## src/rtl/sts_intr_pkg.sv

```systemverilog
package sts_intr_pkg;
  localparam int STS_W = 11;
  localparam int RD_W  = 32;
  typedef logic [STS_W-1:0] sts_vec_t;

  // flag positions
  localparam int F_RX_DONE   = 0;
  localparam int F_TX_DONE   = 1;
  localparam int F_SM_EMPTY  = 2;
  localparam int F_BG_EMPTY  = 3;
  localparam int F_RXQ_FULL  = 4;
  localparam int F_TXQ_FULL  = 5;
  localparam int F_TX_FRZ    = 6;
  localparam int F_RX_FRZ    = 7;
  localparam int F_BUS_ACK   = 8;
  localparam int F_BUS_LATE  = 9;
  localparam int F_LOOP      = 10;

  // flags that a host read clears; the others track their source level
  localparam sts_vec_t COR_BITS = sts_vec_t'((1 << F_RX_DONE) | (1 << F_TX_DONE) |
                                             (1 << F_SM_EMPTY) | (1 << F_BG_EMPTY) |
                                             (1 << F_RXQ_FULL) | (1 << F_TXQ_FULL) |
                                             (1 << F_RX_FRZ) | (1 << F_LOOP));
endpackage

```

## src/rtl/sts_bit_bank.sv

```systemverilog
module sts_bit_bank #(
  parameter int W = 11,
  parameter logic [W-1:0] COR = '0
) (
  input  logic         clk,
  input  logic         rst_n,
  input  logic [W-1:0] ev_in,
  input  logic         clr,
  output logic [W-1:0] status
);
  for (genvar i = 0; i < W; i++) begin : g_bit
    if (COR[i]) begin : g_sticky
      always_ff @(posedge clk or negedge rst_n) begin
        if (!rst_n)        status[i] <= 1'b0;
        else if (ev_in[i]) status[i] <= 1'b1;
        else if (clr)      status[i] <= 1'b0;
      end
    end else begin : g_level
      always_ff @(posedge clk or negedge rst_n) begin
        if (!rst_n) status[i] <= 1'b0;
        else        status[i] <= ev_in[i];
      end
    end
  end
endmodule

```

## src/rtl/sts_mask_irq.sv

```systemverilog
module sts_mask_irq #(
  parameter int W = 11
) (
  input  logic         clk,
  input  logic         rst_n,
  input  logic         we,
  input  logic [W-1:0] wd,
  input  logic [W-1:0] status,
  output logic [W-1:0] mask,
  output logic         irq
);
  always_ff @(posedge clk or negedge rst_n) begin
    if (!rst_n)  mask <= '0;
    else if (we) mask <= wd;
  end

  assign irq = |(status & mask);
endmodule

```

## src/rtl/sts_read_port.sv

```systemverilog
module sts_read_port #(
  parameter int W    = 11,
  parameter int RD_W = 32
) (
  input  logic            clk,
  input  logic            rst_n,
  input  logic            rd_en,
  input  logic [W-1:0]    status,
  output logic            rd_vld,
  output logic [RD_W-1:0] rd_data
);
  localparam int PAD_W = RD_W - W;

  always_ff @(posedge clk or negedge rst_n) begin
    if (!rst_n) begin
      rd_vld  <= 1'b0;
      rd_data <= '0;
    end else begin
      rd_vld <= rd_en;
      if (rd_en) rd_data <= {{PAD_W{1'b0}}, status};
    end
  end
endmodule

```

## src/rtl/sts_intr_reg.sv

```systemverilog
module sts_intr_reg
  import sts_intr_pkg::*;
(
  input  logic            clk,
  input  logic            rst_n,
  input  logic [STS_W-1:0] ev_in,
  input  logic            rd_en,
  output logic            rd_vld,
  output logic [RD_W-1:0] rd_data,
  input  logic            mask_we,
  input  logic [STS_W-1:0] mask_wd,
  output logic            irq
);
  sts_vec_t status_q;
  sts_vec_t mask_q;

  sts_bit_bank #(.W(STS_W), .COR(COR_BITS)) u_bank (
    .clk(clk), .rst_n(rst_n), .ev_in(ev_in), .clr(rd_en), .status(status_q)
  );

  sts_mask_irq #(.W(STS_W)) u_irq (
    .clk(clk), .rst_n(rst_n), .we(mask_we), .wd(mask_wd),
    .status(status_q), .mask(mask_q), .irq(irq)
  );

  sts_read_port #(.W(STS_W), .RD_W(RD_W)) u_rd (
    .clk(clk), .rst_n(rst_n), .rd_en(rd_en), .status(status_q),
    .rd_vld(rd_vld), .rd_data(rd_data)
  );
endmodule

```

## config.mk

```make
export PLATFORM = sky130hd
export DESIGN_NAME = sts_intr_reg
export DESIGN_NICKNAME = d
export VERILOG_FILES = /design/src/rtl/sts_intr_pkg.sv /design/src/rtl/sts_bit_bank.sv /design/src/rtl/sts_mask_irq.sv /design/src/rtl/sts_read_port.sv /design/src/rtl/sts_intr_reg.sv
export SDC_FILE = /design/constraint.sdc
export NUM_CORES = 1
export LEC_CHECK = 0
export BUFFER_PORTS_ARGS = -buffer_cell sky130_fd_sc_hd__buf_4
export CELL_PAD_IN_SITES_DETAIL_PLACEMENT = 0
export CELL_PAD_IN_SITES_GLOBAL_PLACEMENT = 1
export CORE_MARGIN = 2
export CORE_UTILIZATION = 39
export DETAILED_ROUTE_END_ITERATION = 8
export GPL_ROUTABILITY_DRIVEN = 0
export PLACE_DENSITY = 0.9
export RECOVER_POWER = 50
export SYNTH_ARGS = -nofsm -noshare
export SYNTH_HDL_FRONTEND = slang
export SYNTH_SLANG_ARGS = --single-unit
```

## constraint.sdc

```tcl
create_clock -name clk -period 2.1 [get_ports clk]
set_input_delay 0.105 -clock clk [delete_from_list [all_inputs] [get_ports clk]]
set_output_delay 0.105 -clock clk [all_outputs]
set_load 0.02 [all_outputs]
```

==> flow_metrics.tcl, run 1 <==
set metrics [dict create \
    outcome "complete, no violations" \
    slowest_delay_ns 0.40 \
    grt_pass1_vias 900 \
    hold_violations 0 \
    worst-r2r-cell-count 1 \
    cts_tree "built" \
    wire_per_inst_microns 12.4 \
    slowest_stage "dfrtp_1" \
    yosysWarnings 0 \
    worstPathArrival_ns 1.51 \
    synth_cells 96 \
    finalNetCount 185 \
    setup_viol 0 \
    cts_root_buf "clkbuf_4" \
    ys_ff_latch 34 \
    crit_required_ns 2.00 \
    drt_wl_total_mm 2.55 \
    via_per_inst 4.35 \
    grt_overflow 0 \
    leakagePower_nw 0.904 \
    avgSynthCellArea_sq_um 14.5 \
    max-slew-margin-rel_pct 45.5 \
    die_y_microns 63.8 \
    crit_family "flip-flops" \
    tightest_slew_ns 0.818 \
    antenna_left 0 \
    clk_pin_slew_worst_paths_ns 0.10 \
    min_period_ns 1.61 \
    r2r-end "u_rd.rd_data[10]" \
    core_sq_mm 0.00339 \
    synth_enable_flop_cells 0 \
    layout_common_cells "dfrtp_1 (34), buf_4 (32), mux2_2 (22)" \
    cts_buffers 5 \
    ys_seq_area_share_pct 60.9 \
    area_growth_pct 37.7 \
    rows 21 \
    cp_cell_sequence "a22o_1, a221oi_2, and3_1, nand2_1, buf_4" \
    endpoint_kind "output port" \
    cap_violations 0 \
    place_ws_ns 0.814 \
    layout-drive-gt1-share_pct 41.9 \
    nFillCells 283 \
    period_share_pct 76.7 \
    setup_ws_ns 0.489 \
    min_delay_worst_endpoint "u_irq.mask[3]" \
    hold_depth 2 \
    grt_antenna_before_repair 0 \
    crit_type "reg2out" \
    cts_max_path_buffers 2 \
    synth_area_sq_mm 0.00140 \
    vias 897 \
    synthArstFlopShare_pct 100 \
    skew_ns 0.0107 \
    clock_sinks 34 \
    fin_tns_setup_ns 0 \
    initial_core_util_pct 41.2 \
    cp-start-kind "flop" \
    ioPinCount 60 \
    power_per_cell_area_mw_per_mm2 762 \
    cp.depth 5 \
    diodes 0 \
    rsz0062_at_grt "false" \
    drt_iter0_drc 14 \
    synth-main-ff-cell "dfrtp_1" \
    r2r_start "u_bank.status[10]" \
    hold_class "in2reg" \
    cts.htree.levels 2 \
    grt.total_usage_pct 14.1 \
    drt-pass1-iter-count 4 \
    final_common_cell "dfrtp_1" \
    hold_path.startpoint "mask_wd[3]" \
    max_freq_ghz 0.621 \
    vdd_drop_max_mv 0.639 \
    grt_max_degree 35 \
    ys_types 14 \
    cp_max_fo 3 \
    insertion_delay_ns 0.32 \
    grt_pass1_wl_mm 4.28 \
    r2r_slack_ns 1.30 \
    slew_viol_final 0 \
    port_buffers 38 \
    place_hpwl_mm 1.80 \
    dieArea_sq_mm 0.00407 \
    die_w_microns 63.8 \
    drc 0 \
    cp_num_buf_inv 1 \
]
-- state kept, by name, summed over array words and instances (netlist names) --
name	flops
u_rd.rd_data	11
u_irq.mask	11
u_rd.rd_vld	1
u_bank.status	11
-- layout make-up --
type / count / area, sq um / area share [%]
clock buffers: 7 / 45.0 / 2.34
multi-input cells: 58 / 447 / 23.2
well taps: 46 / 57.6 / 2.99
repair buffers: 59 / 489 / 25.4
inverters: 1 / 3.75 / 0.195
flip-flops and latches: 34 / 851 / 44.2
clock inverters: 1 / 30.0 / 1.56
-- how the worst max path moves through the flow --
stage	startpoint	to	slack [ns]
4_1_cts	u_bank.status[4]	irq	0.45
3_5_place_dp	u_bank.status[4]	irq	0.81
6_report	u_bank.status[4]	irq	0.49
5_1_grt	u_bank.status[4]	irq	0.36
3_3_place_gp	u_bank.status[4]	irq	0.82
2_1_floorplan	u_bank.status[4]	irq	0.96
-- cells by family (layout without fill, tap and decap cells) --
kind of cell           after synthesis  in the layout  synth area share, %
AND/OR/NAND/NOR                      2              2                0.717
AO/OA/AOI/OAI                       13             13                 7.88
flip-flops                          34             34                 60.9
buffers and inverters               24             68                 12.5
multiplexers                        22             22                 17.7
other                                1             21                0.269
-- synth_stat cells (2+ instances only) --
master | number | area (sq um)
dfrtp_1 | 34 | 851
buf_4 | 22 | 165
mux2_2 | 22 | 248
a21o_1 | 7 | 52.6
a22oi_1 | 2 | 15.0
-- repair_timing --
item	4_1_cts	5_1_grt
buffers inserted	0	0
gates resized for setup	0	0
hold endpoints to repair	49	5
hold buffers	16	5
-- routing by layer --
metal | up-vias | global-route usage (%) | wire (microns)
li1 | 421 | - | -
met1 | 431 | 17.7 | 1010
met2 | 43 | 21.9 | 1330
met3 | 2 | 6.16 | 199
met4 | 0 | 4.08 | 10
met5 | - | 0 | 0
-- power by group --
part | switching (mW) | total (mW) | internal, mW
registers | 0.0342 | 0.747 | 0.713
clock network | 0.202 | 0.455 | 0.253
logic | 0.127 | 0.264 | 0.137
total | 0.363 | 1.47 | 1.10
-- metrics by stage --
stage / total power [mW] / cells / cell area [sq um] / hold WS [ns] / utilization [%]
6_report: 1.47 / 206 / 1920 / 0.0116 / 56.7
5_1_grt: 1.54 / 206 / 1920 / 0.00273 / 56.7
4_1_cts: 1.48 / 201 / 1880 / 0.00115 / 55.4
3_5_place_dp: 0.999 / 177 / 1640 / 0.0738 / 48.5
3_3_place_gp: 0.991 / 177 / 1640 / 0.0639 / 48.5
2_1_floorplan: 0.920 / 116 / 1470 / -0.191 / -
No activity file was read; power rests on OpenSTA's default activity.
==> run 2: changes to the inputs <==
Settings changed: ABC_AREA set to 1, CORE_UTILIZATION 39 to 32, PLACE_DENSITY 0.9 to 0.81.
Clock period 2.1 ns to 1.3 ns, I/O delays scaled along.
==> run 2 against run 1 <==
Sequential share of layout area fell by 0.62 points. Clock skew shrank 0.0058 ns. Die area rose by 28%. Final cell count is 13% higher. Combinational power grew 66%.
==> flow_metrics.tcl, run 2 <==
set metrics [dict create \
    synth_cells 127 \
    vias 952 \
    clock_sinks 34 \
    area_growth_pct 30.7 \
    drt-pass1-iter-count 2 \
    period_share_pct 92.8 \
    vdd_drop_max_mv 0.540 \
    grt_overflow 0 \
    ys_ff_latch 34 \
    synthTopCellsByCount "dfrtp_1 (34), buf_4 (21), nand2_1 (16)" \
    leakagePower_nw 0.999 \
    initial_core_util_pct 33.8 \
    synth_enable_flop_cells 0 \
    synthArstFlopShare_pct 100 \
    diodes 0 \
    rsz0062_at_grt "false" \
    ys_seq_area_share_pct 57.0 \
    hold_class "in2reg" \
    skew_ns 0.00492 \
    synth.area.top_cells "dfrtp_1 (57%), buf_4 (11%), mux2_4 (10%), nand2_1 (4.0%), o21bai_1 (4.0%)" \
    port_buffers 38 \
    synth-main-ff-cell "dfrtp_1" \
    cts_max_path_buffers 2 \
    yosysWarnings 0 \
    layout_common_cells "buf_4 (34), dfrtp_1 (34), conb_1 (21)" \
    nFillCells 448 \
    power_per_cell_area_mw_per_mm2 1240 \
    place_hpwl_mm 1.85 \
    finalNetCount 206 \
    antenna_left 0 \
    wl_met2_mm 1.19 \
    min_period_ns 1.21 \
    die_y_microns 72.3 \
    cts_buffers 5 \
    worstPathArrival_ns 1.14 \
    outcome "complete, no violations" \
    die_w_microns 72.3 \
    grt.total_usage_pct 11.5 \
    clk_pin_slew_worst_paths_ns 0.07 \
    layout-drive-gt1-share_pct 34.8 \
    cp_max_fo 2 \
    r2r_slack_ns 0.53 \
    drc 0 \
    ioPinCount 60 \
    rows 24 \
    grt_pass1_vias 947 \
    setup_viol 0 \
    wl_met1_mm 1.28 \
    grt_pass1_wl_mm 4.53 \
    crit_type "reg2out" \
    avgSynthCellArea_sq_um 11.8 \
    grt_antenna_before_repair 0 \
    drt_iter0_drc 36 \
    setup_ws_ns 0.0933 \
    synth_area_sq_mm 0.00149 \
    wire_per_inst_microns 11.6 \
    max-slew-margin-rel_pct 43.6 \
    cts_root_buf "clkbuf_8" \
    drt_wl_total_mm 2.69 \
    place_ws_ns 0.351 \
    reg_top3 "u_bank.status (11), u_irq.mask (11), u_rd.rd_data (11)" \
    hold_violations 0 \
    cap_violations 0 \
    dr.max_layer_used "met4" \
    yosysTopAreaCell "dfrtp_1" \
    yosysMostFrequentCell "dfrtp_1" \
    cp-start-kind "flop" \
    fin_tns_setup_ns 0 \
    dieArea_sq_mm 0.00523 \
    crit_required_ns 1.24 \
    grt_max_degree 35 \
    core_sq_mm 0.00441 \
    via_per_inst 4.09 \
    cts_tree "built" \
    wl_met3_microns 202 \
    synth_top_cell_area_share_pct 57.0 \
    endpoint_kind "output port" \
    slew_viol_final 0 \
    max_freq_ghz 0.829 \
    tightest_slew_ns 0.847 \
    ys_types 12 \
    cts.htree.levels 2 \
    insertion_delay_ns 0.28 \
]
run 2: cell types whose count changed in the layout (fill, tap and decap cells not counted), sizes merged, moves of 2 or more:
cell / change
nand2: +15
buf: +3
a21o: -8
mux2: -8
o21bai: +8
nor2: +11
inv: +8
clkbuf: -2
a22oi: -2
dlygate4sd3: -9
a21oi: +8
run 2: logic make-up (layout without fill, tap and decap cells):
logic type             after synthesis  after routing  share of synthesized area [%]
DFF                                 34             34                           57.0
buffers and inverters               34             68                           15.8
muxes                               14             14                           13.1
and+or+nand+nor                     28             28                           7.12
AOI/OAI and AO/OA                   16             16                           6.71
other                                1             21                          0.251
run 2: critical path: stages, from the launching register on:
cell and delay (ns):
dfrtp_1 0.39, nand2_1 0.08, nand2_2 0.07, nor2_4 0.11, nand3_2 0.08, buf_6 0.13
run 2: routing by layer:
metal / GRT usage (%) / vias up
met3: 3.19 / 4
met5: 0 / -
met1: 15.9 / 445
met4: 5.03 / 0
met2: 17.0 / 38
li1: - / 465
run 2: through the flow:
| stage | hold WS, ns | util, % | std cells | instance area [sq um] | total power, mW |
|---|---|---|---|---|---|
| after floorplan | -0.231 | - | 147 | 1570 | 1.51 |
| after global placement | 0.0327 | 38.9 | 212 | 1720 | 1.61 |
| after detailed placement | 0.0438 | 38.9 | 212 | 1720 | 1.62 |
| after CTS | 0.00639 | 43.7 | 232 | 1930 | 2.45 |
| after global routing | 0.00978 | 44.2 | 233 | 1950 | 2.56 |
| final | 0.0167 | 44.2 | 233 | 1950 | 2.42 |
run 2: area by class of cell:
| class | instances | area, sq um | share of cell area [%] |
|---|---|---|---|
| clock buffer | 7 | 86.3 | 4.43 |
| clock inverter | 1 | 5.00 | 0.257 |
| inverter | 9 | 33.8 | 1.73 |
| multi-input combinational | 79 | 495 | 25.4 |
| sequential | 34 | 851 | 43.6 |
| tap | 52 | 65.1 | 3.34 |
| timing repair buffer | 51 | 414 | 21.2 |
run 2: final timing paths:
| check | depth (start not counted) | start | end |
|---|---|---|---|
| setup / recovery | 5 | u_bank.status[1] | irq |
| hold reg to reg | 1 | u_rd.rd_data[9] | u_rd.rd_data[9] |
| hold / removal | 2 | mask_wd[6] | u_irq.mask[6] |
| max in group asynchronous | 2 | rst_n | u_bank.status[4] |
| setup reg to reg | 1 | u_irq.mask[7] | u_irq.mask[7] |
| min in group asynchronous | 2 | rst_n | u_bank.status[7] |
run 2: repair_timing:
action,CTS,global route
resized for setup,0,5
hold endpoints to repair,45,0
setup endpoints to repair,0,1
hold buffers,12,0
setup buffers,0,1
run 2: power by group:
| part | internal, mW | total, mW | switching [mW] |
|---|---|---|---|
| sequential | 1.15 | 1.20 | 0.0476 |
| combinational | 0.210 | 0.438 | 0.229 |
| clock | 0.427 | 0.786 | 0.359 |
